**src/rtl/code_link_pkg.sv**
```systemverilog
package code_link_pkg;
  // {s1,s0}
  typedef enum logic [1:0] {
    MODE_HOLD = 2'b00,
    MODE_DOWN = 2'b01,
    MODE_UP   = 2'b10,
    MODE_LOAD = 2'b11
  } shmode_e;

  typedef enum logic [1:0] {TX_IDLE, TX_START, TX_DATA} tx_state_e;
  typedef enum logic [1:0] {RX_WAIT, RX_SHIFT, RX_CMP} rx_state_e;
endpackage

```
**src/rtl/univ_shreg.sv**
```systemverilog
module univ_shreg
  import code_link_pkg::*;
#(
  parameter int W = 4
) (
  input  logic         clk_i,
  input  logic         rst_ni,
  input  shmode_e      mode_i,
  input  logic [W-1:0] par_i,
  input  logic         up_in_i,
  input  logic         dn_in_i,
  output logic [W-1:0] q_o
);
  logic [W-1:0] q;

  always_ff @(posedge clk_i or negedge rst_ni) begin
    if (!rst_ni) q <= '0;
    else begin
      case (mode_i)
        MODE_UP:   q <= {q[W-2:0], up_in_i};
        MODE_DOWN: q <= {dn_in_i, q[W-1:1]};
        MODE_LOAD: q <= par_i;
        default:   q <= q;
      endcase
    end
  end

  assign q_o = q;

  a_r9_hold: assert property (@(posedge clk_i) disable iff (!rst_ni)
    mode_i == MODE_HOLD |=> $stable(q_o));
  a_r9_load: assert property (@(posedge clk_i) disable iff (!rst_ni)
    mode_i == MODE_LOAD |=> q_o == $past(par_i));
endmodule

```
**src/rtl/eq_cmp.sv**
```systemverilog
module eq_cmp #(
  parameter int W = 4
) (
  input  logic [W-1:0] a_i,
  input  logic [W-1:0] b_i,
  output logic         eq_o
);
  logic [W-1:0] same;

  for (genvar i = 0; i < W; i++) begin : g_bit
    logic diff;
    assign diff    = a_i[i] ^ b_i[i];
    assign same[i] = ~diff;
  end

  assign eq_o = &same;
endmodule

```
**src/rtl/key_tx.sv**
```systemverilog
module key_tx
  import code_link_pkg::*;
#(
  parameter int W = 4
) (
  input  logic         clk_i,
  input  logic         rst_ni,
  input  logic         send_i,
  input  logic [W-1:0] code_i,
  output logic         serial_o,
  output logic         busy_o
);
  localparam int CW = $clog2(W + 1);

  tx_state_e    st;
  logic [CW-1:0] cnt;
  shmode_e      mode;
  logic [W-1:0] rev_code;
  logic [W-1:0] q;

  // reversed load puts the MSB at bit 0, which leaves first when shifting down
  for (genvar i = 0; i < W; i++) begin : g_rev
    assign rev_code[i] = code_i[W-1-i];
  end

  always_comb begin
    mode = MODE_HOLD;
    if (st == TX_IDLE && send_i) mode = MODE_LOAD;
    else if (st == TX_DATA)      mode = MODE_DOWN;
  end

  univ_shreg #(.W(W)) u_reg (
    .clk_i  (clk_i),
    .rst_ni (rst_ni),
    .mode_i (mode),
    .par_i  (rev_code),
    .up_in_i(1'b0),
    .dn_in_i(1'b0),
    .q_o    (q)
  );

  always_ff @(posedge clk_i or negedge rst_ni) begin
    if (!rst_ni) begin
      st  <= TX_IDLE;
      cnt <= '0;
    end else begin
      case (st)
        TX_IDLE:  if (send_i) st <= TX_START;
        TX_START: begin
          st  <= TX_DATA;
          cnt <= '0;
        end
        TX_DATA: begin
          if (cnt == CW'(W - 1)) st <= TX_IDLE;
          cnt <= cnt + 1'b1;
        end
        default: st <= TX_IDLE;
      endcase
    end
  end

  assign serial_o = (st == TX_START) | ((st == TX_DATA) & q[0]);
  assign busy_o   = (st != TX_IDLE);

  a_r2_busy_from_send: assert property (@(posedge clk_i) disable iff (!rst_ni)
    $rose(busy_o) |-> $past(send_i));
  a_r5_captured: assert property (@(posedge clk_i) disable iff (!rst_ni)
    (st == TX_START) |-> q == $past(rev_code));
  a_r3_idle_line: assert property (@(posedge clk_i) disable iff (!rst_ni)
    !busy_o |-> !serial_o);
endmodule

```
**src/rtl/lock_rx.sv**
```systemverilog
module lock_rx
  import code_link_pkg::*;
#(
  parameter int W = 4
) (
  input  logic         clk_i,
  input  logic         rst_ni,
  input  logic         serial_i,
  input  logic [W-1:0] code_i,
  output logic         unlock_o
);
  localparam int CW = $clog2(W + 1);

  rx_state_e     st;
  logic [CW-1:0] cnt;
  shmode_e       mode;
  logic [W-1:0]  word;
  logic          match;
  logic          unlock_q;

  assign mode = (st == RX_SHIFT) ? MODE_UP : MODE_HOLD;

  univ_shreg #(.W(W)) u_reg (
    .clk_i  (clk_i),
    .rst_ni (rst_ni),
    .mode_i (mode),
    .par_i  ('0),
    .up_in_i(serial_i),
    .dn_in_i(1'b0),
    .q_o    (word)
  );

  eq_cmp #(.W(W)) u_cmp (
    .a_i (word),
    .b_i (code_i),
    .eq_o(match)
  );

  always_ff @(posedge clk_i or negedge rst_ni) begin
    if (!rst_ni) begin
      st       <= RX_WAIT;
      cnt      <= '0;
      unlock_q <= 1'b0;
    end else begin
      unlock_q <= (st == RX_CMP) & match;
      case (st)
        RX_WAIT: if (serial_i) begin
          st  <= RX_SHIFT;
          cnt <= '0;
        end
        RX_SHIFT: begin
          if (cnt == CW'(W - 1)) st <= RX_CMP;
          cnt <= cnt + 1'b1;
        end
        RX_CMP:  st <= RX_WAIT;
        default: st <= RX_WAIT;
      endcase
    end
  end

  assign unlock_o = unlock_q;

  a_r7_only_on_match: assert property (@(posedge clk_i) disable iff (!rst_ni)
    unlock_o |-> $past(word == code_i));
  a_r6_single_pulse: assert property (@(posedge clk_i) disable iff (!rst_ni)
    unlock_o |=> !unlock_o);
endmodule

```
**src/rtl/code_link.sv**
```systemverilog
module code_link #(
  parameter int W = 4
) (
  input  logic         clk_i,
  input  logic         rst_ni,
  input  logic         send_i,
  input  logic [W-1:0] key_code_i,
  input  logic [W-1:0] lock_code_i,
  output logic         busy_o,
  output logic         line_o,
  output logic         unlock_o
);
  logic line;

  key_tx #(.W(W)) u_key (
    .clk_i   (clk_i),
    .rst_ni  (rst_ni),
    .send_i  (send_i),
    .code_i  (key_code_i),
    .serial_o(line),
    .busy_o  (busy_o)
  );

  lock_rx #(.W(W)) u_lock (
    .clk_i   (clk_i),
    .rst_ni  (rst_ni),
    .serial_i(line),
    .code_i  (lock_code_i),
    .unlock_o(unlock_o)
  );

  assign line_o = line;
endmodule

```
**config.mk**
```make
export PLATFORM = sky130hd
export DESIGN_NAME = code_link
export DESIGN_NICKNAME = d
export VERILOG_FILES = /design/src/rtl/code_link_pkg.sv /design/src/rtl/univ_shreg.sv /design/src/rtl/eq_cmp.sv /design/src/rtl/key_tx.sv /design/src/rtl/lock_rx.sv /design/src/rtl/code_link.sv
export SDC_FILE = /design/constraint.sdc
export NUM_CORES = 1
export LEC_CHECK = 0
export ABC_AREA = 1
export CAP_MARGIN = 20
export CORE_MARGIN = 2
export CORE_UTILIZATION = 35
export CTS_BUF_LIST = sky130_fd_sc_hd__clkbuf_4
export CTS_CLUSTER_DIAMETER = 50
export CTS_CLUSTER_SIZE = 28
export DETAILED_ROUTE_END_ITERATION = 8
export PLACE_DENSITY_LB_ADDON = 0.1
export SETUP_SLACK_MARGIN = 0.02
export SYNTH_ARGS = -nofsm -noshare
export SYNTH_HDL_FRONTEND = slang
export SYNTH_SLANG_ARGS = --single-unit
export TNS_END_PERCENT = 10
```
**constraint.sdc**
```tcl
create_clock -name clk_i -period 1.6 [get_ports clk_i]
set_clock_uncertainty 0.05 [all_clocks]
set_input_delay 0.32 -clock clk_i [delete_from_list [all_inputs] [get_ports clk_i]]
set_output_delay 0.32 -clock clk_i [all_outputs]
set_load 0.01 [all_outputs]
```
==> impl_metrics.json, run 1 <==
{
  "final_util_pct": 47.0,
  "path_max_fanout": 2,
  "arrival_ns": 1.22,
  "crit_end": "line_o",
  "antenna_cells": 0,
  "routed_via_density": 4.61,
  "clockBufferDepth": 2,
  "fin_ws_ns": 0.0109,
  "finalHoldViolCount": 0,
  "cts_made_buffers": 3,
  "syn_nets": 140,
  "cts_hold_buf": 0,
  "end_kind": "output pin",
  "grt_overflow_total": 0,
  "synthDominantCellAreaShare_pct": 48.2,
  "drv_slew": 0,
  "gp_congestion": 0.752,
  "power.total_mw": 2.14,
  "rr_endpoint": "u_key.u_reg.q_o[2]",
  "critPathMaxStageDelay_ns": 0.42,
  "drt-total-wl_um": 1830,
  "dp_hpwl_um": 1330,
  "synth_most_common_cell": "nand2_1",
  "highest_layer": "met4",
  "synth_area_per_cell_um2": 8.15,
  "routed-wl-met3_um": 68,
  "fin_crit_sh_pct": 99.3,
  "synthArstFlopShare_pct": 100,
  "synth_top_area_cell": "dfrtp_1",
  "detail_route.first_pass.iterations": 4,
  "critPathSlowestCell": "dfrtp_1",
  "rows": 19,
  "core_area_mm2": 0.00271,
  "synth-edff-count": 0,
  "r2r_start": "u_key.st[1]",
  "path_common_cell": "buf_6",
  "status": "finished, final reports clean",
  "wl_met1_um": 831,
  "layout_min_cycle_time_ns": 1.59,
  "grt_pass1_wl_um": 3200,
  "die_w_um": 57.1,
  "vdd_drop_max_uv": 919,
  "detailroute.via_count": 806,
  "wl_per_cell_um": 10.4,
  "first_global_vias": 743,
  "cts.htree.levels": 1,
  "drive_above_1_share_pct": 19.4,
  "yosys-top-cells-area": "dfrtp_1 48%, nand2_1 16%, ha_1 10%",
  "drc_errors": 0,
  "die_h_um": 57.1,
  "synthToLayoutAreaGrowth_pct": 29.2,
  "grt_max_degree": 20,
  "ios": 14,
  "powerDensity_mw_per_mm2": 1680,
  "cp-start-kind": "flip-flop",
  "rsz0062_at_grt": "yes",
  "crit_start": "u_key.st[0]",
  "ys.flop_type": "dfrtp_1",
  "track_usage_pct": 12.9,
  "clk_pin_slew_worst_paths_ns": 0.11,
  "ys_types": 16,
  "yosysSeqAreaShare_pct": 48.2,
  "worstRegToRegCells": 6,
  "worstPathRequired_ns": 1.23,
  "ys_top_cells_by_count": "42 x nand2_1, 19 x dfrtp_1, 19 x inv_1, 9 x nand3_1, 8 x ha_1",
  "worstPathCellList": "buf_6 -> ha_4 -> inv_2 -> nand2_2 -> buf_6",
  "fin_nets": 164,
  "cts_tree": "done",
  "drtIter0Drc": 20,
  "dp_slack_ns": -0.0895,
  "leakagePower_nw": 0.658,
  "synth_seq_cells": 19,
  "drv_cap": 0,
  "synth_cells": 121,
  "root_buffer": "clkbuf_4",
  "die-area_mm2": 0.00326,
  "min_path_type": "input pin to async pin",
  "critical_path_class": "flip-flop to output pin",
  "cts.sinks": 19,
  "slew_headroom_pct": 83.2,
  "worst_pin_slew_ns": 0.253,
  "syn_area_um2": 986,
  "routed-wl-met2_um": 881,
  "io_buffers": 13,
  "antenna_found_initial": 0,
  "finalSetupViolCount": 0,
  "fmax_ghz": 0.629,
  "initial_utilization_pct": 36.4,
  "clk_latency_ns": 0.30,
  "ant_nets": 0,
  "yosysWarnings": 0,
  "reg2reg_setup_slack_ns": 0.29
}
layout by cell type, fill, tap and decap left out:
cell and instances:
inv_2 5, o21ai_1 2, or2_4 1, nor2_1 6
ha_1 5, dfrtp_1 19, or2_1 2, nand3_1 9
buf_6 4, nand4_1 1, clkdlybuf4s50_1 11, inv_1 15
o21ai_0 2, clkbuf_4 4, ha_4 3, buf_4 6
nand2_1 42, nand2_2 5, o22ai_1 2
metal layers:
| metal | GRT usage (%) | up-vias |
|---|---|---|
| met3 | 2.27 | 6 |
| li1 | - | 414 |
| met2 | 19.0 | 15 |
| met1 | 17.1 | 371 |
| met5 | 0 | - |
| met4 | 8.64 | 0 |
cell families (layout without fill, tap and decap cells):
kind of cell	after synthesis	in the layout	synth area share, %
AOI/OAI and AO/OA	6	6	3.30
adders and majority gates	8	8	10.2
buffers and inverters	22	45	9.52
DFF	19	19	48.2
and+or+nand+nor	66	66	28.8
timing repair:
item,4_1_cts,5_1_grt
buffers inserted,3,0
resized for setup,19,3
setup endpoints to repair,2,2
pin swaps,0,2
hold endpoints to repair,0,0
area by class of cell:
class / count / area, um2
fillers: 282 / 1440
flip-flops and latches: 19 / 475
multi-input cells: 80 / 454
repair buffers: 21 / 200
inverters: 20 / 75.1
well taps: 31 / 38.8
clock buffers: 4 / 30.0
critical path, delay by kind of cell (launching register included):
kind / cells / cell delay, ns
adders and majority gates: 1 / 0.15
buffers and inverters: 3 / 0.30
DFF: 1 / 0.42
and+or+nand+nor: 1 / 0.06
stage by stage:
| stage | instance area, um2 | TNS, ns | cells | hold slack (ns) |
|---|---|---|---|---|
| final | 1270 | 0 | 175 | 0.291 |
| after global routing | 1270 | -0.0539 | 175 | 0.293 |
| after CTS | 1260 | 0 | 175 | 0.289 |
| after detailed placement | 1170 | -0.105 | 168 | 0.421 |
| after global placement | 1170 | -0.0704 | 168 | 0.415 |
| after floorplan | 986 | 0 | 121 | -0.0256 |
flip-flops by register name, summed over array words and instances (netlist names):
name and flops:
u_lock.st 2, u_lock.u_reg.q_o 4, u_key.st 2, u_lock.unlock_o 1, u_lock.cnt 3, u_key.cnt 3
u_key.u_reg.q_o 4
worst min path at each step:
stage / start / end / slack [ns] / cells past startpoint
after floorplan: rst_ni / u_key.cnt[0] / -0.03 / 0
after global placement: u_key.u_reg.q_o[3] / u_key.u_reg.q_o[3] / 0.42 / 2
after detailed placement: u_key.u_reg.q_o[3] / u_key.u_reg.q_o[3] / 0.42 / 2
after CTS: rst_ni / u_lock.u_reg.q_o[1] / 0.29 / 2
after global routing: rst_ni / u_key.cnt[2] / 0.29 / 2
final: rst_ni / u_lock.u_reg.q_o[3] / 0.29 / 2
power by group:
part           switching (mW)  internal (mW)
clock network           0.149          0.114
registers               0.117          0.662
logic                   0.583          0.519
Power figures use the tool's default switching activity.
==> run 2, diff against run 1 <==
- CORE_UTILIZATION: 35 -> 57
- SYNTH_HIERARCHICAL: default -> 1
==> impl_metrics.json, run 2 <==
{
  "min_path_type": "input pin to async pin",
  "drtIter0Drc": 21,
  "final_util_pct": 76.5,
  "cts.htree.levels": 1,
  "clk_pin_slew_worst_paths_ns": 0.10,
  "yosysSeqAreaShare_pct": 40.1,
  "clockBufferDepth": 2,
  "drc_errors": 0,
  "clk_latency_ns": 0.29,
  "yosysWarnings": 6,
  "core_area_mm2": 0.00196,
  "use_met1_pct": 24.4,
  "final_common_cell": "nand2_1",
  "ys_top_cells_by_count": "55 x nand2_1, 26 x nand3_1, 19 x dfrtp_1, 18 x inv_1, 9 x nor2_1",
  "fmax_ghz": 0.596,
  "grt_max_degree": 20,
  "ant_nets": 0,
  "ios": 14,
  "fin_crit_sh_pct": 105,
  "ys_types": 19,
  "fin_area_mm2": 0.00150,
  "fin_nets": 211,
  "cts_made_buffers": 3,
  "synthArstFlopShare_pct": 100,
  "detail_route.first_pass.iterations": 4,
  "dp_slack_ns": -0.163,
  "drt-total-wl_um": 2360,
  "root_buffer": "clkbuf_4",
  "die_h_um": 49.6,
  "first_global_vias": 1027,
  "antenna_found_initial": 0,
  "violations": "negative setup slack",
  "io_buffers": 13,
  "fin_ws_ns": -0.0781,
  "finalSetupViolCount": 2,
  "die-area_mm2": 0.00246,
  "die_w_um": 49.6,
  "track_usage_pct": 22.4,
  "wl_per_cell_um": 10.8,
  "routed_via_density": 4.84,
  "drv_slew": 0,
  "synth_cells": 162,
  "synth_top_area_cell": "dfrtp_1",
  "synth_most_common_cell": "nand2_1",
  "cp-start-kind": "flip-flop",
  "powerDensity_mw_per_mm2": 1720,
  "grt_overflow_total": 0,
  "antenna_cells": 0,
  "drive_above_1_share_pct": 20.9,
  "detailroute.via_count": 1055,
  "path_max_fanout": 3,
  "gp_congestion": 0.823,
  "synth_seq_cells": 19,
  "fin_cells": 218,
  "place_inst": 211,
  "power.total_mw": 2.58,
  "vdd_drop_max_uv": 1030,
  "arrival_ns": 1.31,
  "synthDominantCellAreaShare_pct": 40.1,
  "yosys-top-cells-area": "dfrtp_1 40%, nand2_1 17%, nand3_1 11%",
  "grt_pass1_wl_um": 4240,
  "cts_hold_buf": 0,
  "synth_area_per_cell_um2": 7.31,
  "synthToLayoutAreaGrowth_pct": 26.7,
  "layout_min_cycle_time_ns": 1.68,
  "critical_path_class": "flip-flop to output pin",
  "worstPathRequired_ns": 1.23,
  "drv_cap": 0,
  "place_area_mm2": 0.00139,
  "gr-usage-met3_pct": 3.03,
  "initial_utilization_pct": 60.4,
  "finalHoldViolCount": 0,
  "use_met2_pct": 42.0,
  "leakagePower_nw": 0.808,
  "grt_busiest_layer": "met2",
  "rows": 16,
  "synth-edff-count": 0,
  "syn_area_mm2": 0.00118,
  "nFillCells": 137,
  "cts_tree": "done",
  "end_kind": "output pin",
  "rsz0062_at_grt": "yes",
  "ys.flop_type": "dfrtp_1",
  "status": "finished with violations",
  "final_cell_mix": "54 x nand2_1, 26 x nand3_1, 18 x dfrtp_1",
  "cts.sinks": 19,
  "dp_hpwl_um": 1710
}
[run 2: cell types whose count changed after synthesis, sizes merged, moves of 6 or more]
| cell | delta |
|---|---|
| inv | +6 |
| nor2 | +6 |
| nand2 | +11 |
| nand3 | +17 |
[run 2: path summary, 6_finish.rpt]
| kind | startpoint | to | slack [ns] | cells past startpoint |
|---|---|---|---|---|
| min in group clk_i | u_lock/st[0] | u_lock/unlock_o | 0.44 | 1 |
| hold / removal | rst_ni | u_key/cnt[2] | 0.29 | 2 |
| setup reg to reg | u_key/st[0] | u_key/u_reg/q_o[3] | -0.01 | 8 |
| hold reg to reg | u_lock/st[0] | u_lock/unlock_o | 0.44 | 1 |
| max in group asynchronous | rst_ni | u_key/st[0] | 0.99 | 2 |
| setup / recovery | u_key/st[0] | line_o | -0.08 | 4 |
[run 2: repair_timing]
action,4_1_cts,5_1_grt
cloned,0,0
gates resized for setup,20,4
setup endpoints to repair,6,7
pin swaps,2,0
buffers inserted,2,1
hold endpoints to repair,0,0
[run 2: final cells by class]
type                            count  area (um2)  share of cell area [%]
Clock buffer                        4        30.0                    2.00
Inverter                           26         100                    6.67
Multi-Input combinational cell    121         666                    44.3
Sequential cell                    19         477                    31.7
Tap cell                           27        33.8                    2.25
Timing Repair Buffer               21         195                    13.0
[run 2: power breakdown]
group / switching [mW] / total, mW / internal [mW]
registers: 0.182 / 0.851 / 0.669
logic: 0.813 / 1.47 / 0.660
clock network: 0.139 / 0.253 / 0.114
[run 2: logic make-up (layout without fill, tap and decap cells)]
| group | after synthesis | in the layout | share of synthesized area [%] |
|---|---|---|---|
| AND/OR/NAND/NOR | 97 | 97 | 35.4 |
| adder cells (fa/ha/maj) | 8 | 8 | 8.45 |
| flip-flops | 19 | 19 | 40.1 |
| XOR/XNOR | 2 | 2 | 1.48 |
| other | 2 | 8 | 0.634 |
| buffers and inverters | 28 | 51 | 10.1 |
| AO/OA/AOI/OAI | 6 | 6 | 3.80 |
[run 2: metrics by stage]
step | TNS, ns | hold WS, ns
floorplan | 0 | -0.0256
CTS | -0.0691 | 0.293
detailed placement | -0.702 | 0.435
finish | -0.0836 | 0.293
global placement | -0.479 | 0.419
global route | -0.289 | 0.305
[run 2: layer usage]
layer	vias to the layer above	share of wire [%]	wire, um
li1	551	-	-
met1	480	44	1040
met2	19	51	1210
met3	5	2.8	66
met4	0	1.9	44
met5	-	0	0
[run 2: critical path, cell delays in order, from the launching register on]
cell,delay [ns]
dfrtp_2,0.46
inv_4,0.07
ha_4,0.17
a21o_4,0.20
buf_6,0.11
==> run 3, diff against run 2 <==
- CORE_UTILIZATION: 57 -> 51
- clock period: 1.6 -> 1.5 ns (I/O delays scaled with it)
==> impl_metrics.json, run 3 (synthesis gave the netlist of run 2 again) <==
{
  "detail_route.first_pass.iterations": 4,
  "cts.sinks": 19,
  "power.total_mw": 2.64,
  "fmax_ghz": 0.611,
  "ios": 14,
  "multi_input_area_um2": 642,
  "path_max_fanout": 3,
  "nFillCells": 185,
  "register_area_um2": 475,
  "critPathMaxStageDelay_ns": 0.40,
  "rsz0062_at_grt": "yes",
  "violations": "negative setup slack",
  "finalSetupViolCount": 5,
  "leakagePower_nw": 0.789,
  "status": "finished with violations",
  "wl_per_cell_um": 9.95,
  "layout_min_cycle_time_ns": 1.64,
  "final_cell_mix": "53 x nand2_1, 26 x nand3_1, 19 x dfrtp_1",
  "ant_nets": 0,
  "fin_cells": 219,
  "dp_hpwl_um": 1730,
  "vdd_drop_max_uv": 1070,
  "fin_crit_sh_pct": 109,
  "place_area_mm2": 0.00143,
  "final_common_cell": "nand2_1",
  "die-area_mm2": 0.00272,
  "gp_congestion": 0.794,
  "drc_errors": 0,
  "initial_utilization_pct": 53.6,
  "drive_above_1_share_pct": 20.9,
  "worstPathCellList": "inv_2 -> ha_2 -> a21o_2 -> buf_2",
  "grt_busiest_layer": "met2",
  "clk_latency_ns": 0.29,
  "antenna_found_initial": 0,
  "clk_pin_slew_worst_paths_ns": 0.10,
  "crit_family": "flip-flops",
  "drv_slew": 0,
  "cts.htree.levels": 1,
  "arrival_ns": 1.29,
  "detailroute.via_count": 1008,
  "grt_max_degree": 20,
  "drt-total-wl_um": 2180,
  "use_met2_pct": 34.2,
  "antenna_cells": 0,
  "cts_tree": "done",
  "rows": 17,
  "place_inst": 214,
  "min_path_type": "input pin to async pin",
  "fin_ws_ns": -0.136,
  "critPathBufInv": 2,
  "critical_path_class": "flip-flop to output pin",
  "cts_hold_buf": 0,
  "end_kind": "output pin",
  "synthToLayoutAreaGrowth_pct": 23.7,
  "clockBufferDepth": 2,
  "grt_pass1_wl_um": 3940,
  "core_area_mm2": 0.00221,
  "finalHoldViolCount": 0,
  "track_usage_pct": 19.4,
  "fin_nets": 211,
  "use_met1_pct": 24.6,
  "root_buffer": "clkbuf_4",
  "grt_overflow_total": 0,
  "io_buffers": 13,
  "cts_made_buffers": 3,
  "routed_via_density": 4.60,
  "gr-usage-met3_pct": 1.71,
  "worstPathRequired_ns": 1.15,
  "die_h_um": 52.2,
  "powerDensity_mw_per_mm2": 1800,
  "fin_area_mm2": 0.00147,
  "critPathSlowestCell": "dfrtp_1",
  "drv_cap": 0,
  "drtIter0Drc": 6,
  "cp-start-kind": "flip-flop",
  "first_global_vias": 948,
  "die_w_um": 52.2
}
run 3: worst paths after layout:
kind,start,end,slack [ns],cells past startpoint
worst max-delay path,u_key/st[0],line_o,-0.14,4
worst max register to register,u_key/st[0],u_key/u_reg/q_o[3],-0.05,9
max in group asynchronous,rst_ni,u_key/st[1],0.92,2
min in group clk_i,u_lock/st[0],u_lock/unlock_o,0.44,1
worst min-delay path,rst_ni,u_lock/u_reg/q_o[2],0.28,2
worst min register to register,u_lock/st[0],u_lock/unlock_o,0.44,1
run 3: layer usage:
metal | vias to the layer above | share of wire, %
met1 | 449 | 48
met2 | 10 | 49
met5 | - | 0
met4 | 0 | 0.55
li1 | 547 | -
met3 | 2 | 2.4
run 3: power by group:
part / leakage [nW] / internal [mW] / total (mW) / switching [mW]
Clock: 0.0177 / 0.0992 / 0.253 / 0.154
Combinational: 0.529 / 0.675 / 1.51 / 0.831
Sequential: 0.243 / 0.711 / 0.882 / 0.170
Total: 0.789 / 1.49 / 2.64 / 1.16
run 3: layout make-up:
type	count	area share, %
clock buffer	3	1.54
multi-input combinational	121	43.8
sequential	19	32.5
tap	28	2.39
timing repair buffer	21	12.6
clock inverter	1	0.342
inverter	26	6.83
run 3: what timing repair did:
| item | 4_1_cts | 5_1_grt |
|---|---|---|
| gates resized for setup | 14 | 1 |
| setup endpoints to repair | 7 | 7 |
| pin swaps | 1 | 0 |
| buffers inserted | 0 | 1 |
run 3: per-stage QoR:
step / setup TNS, ns / setup slack [ns] / hold slack (ns) / utilization, %
after floorplan: -0.0365 / -0.0292 / -0.0456 / -
after global placement: -1.04 / -0.252 / 0.421 / 64.4
after detailed placement: -1.29 / -0.312 / 0.426 / 64.4
after CTS: -0.207 / -0.149 / 0.276 / 65.8
after global routing: -0.770 / -0.202 / 0.297 / 66.2
final: -0.232 / -0.136 / 0.282 / 66.2
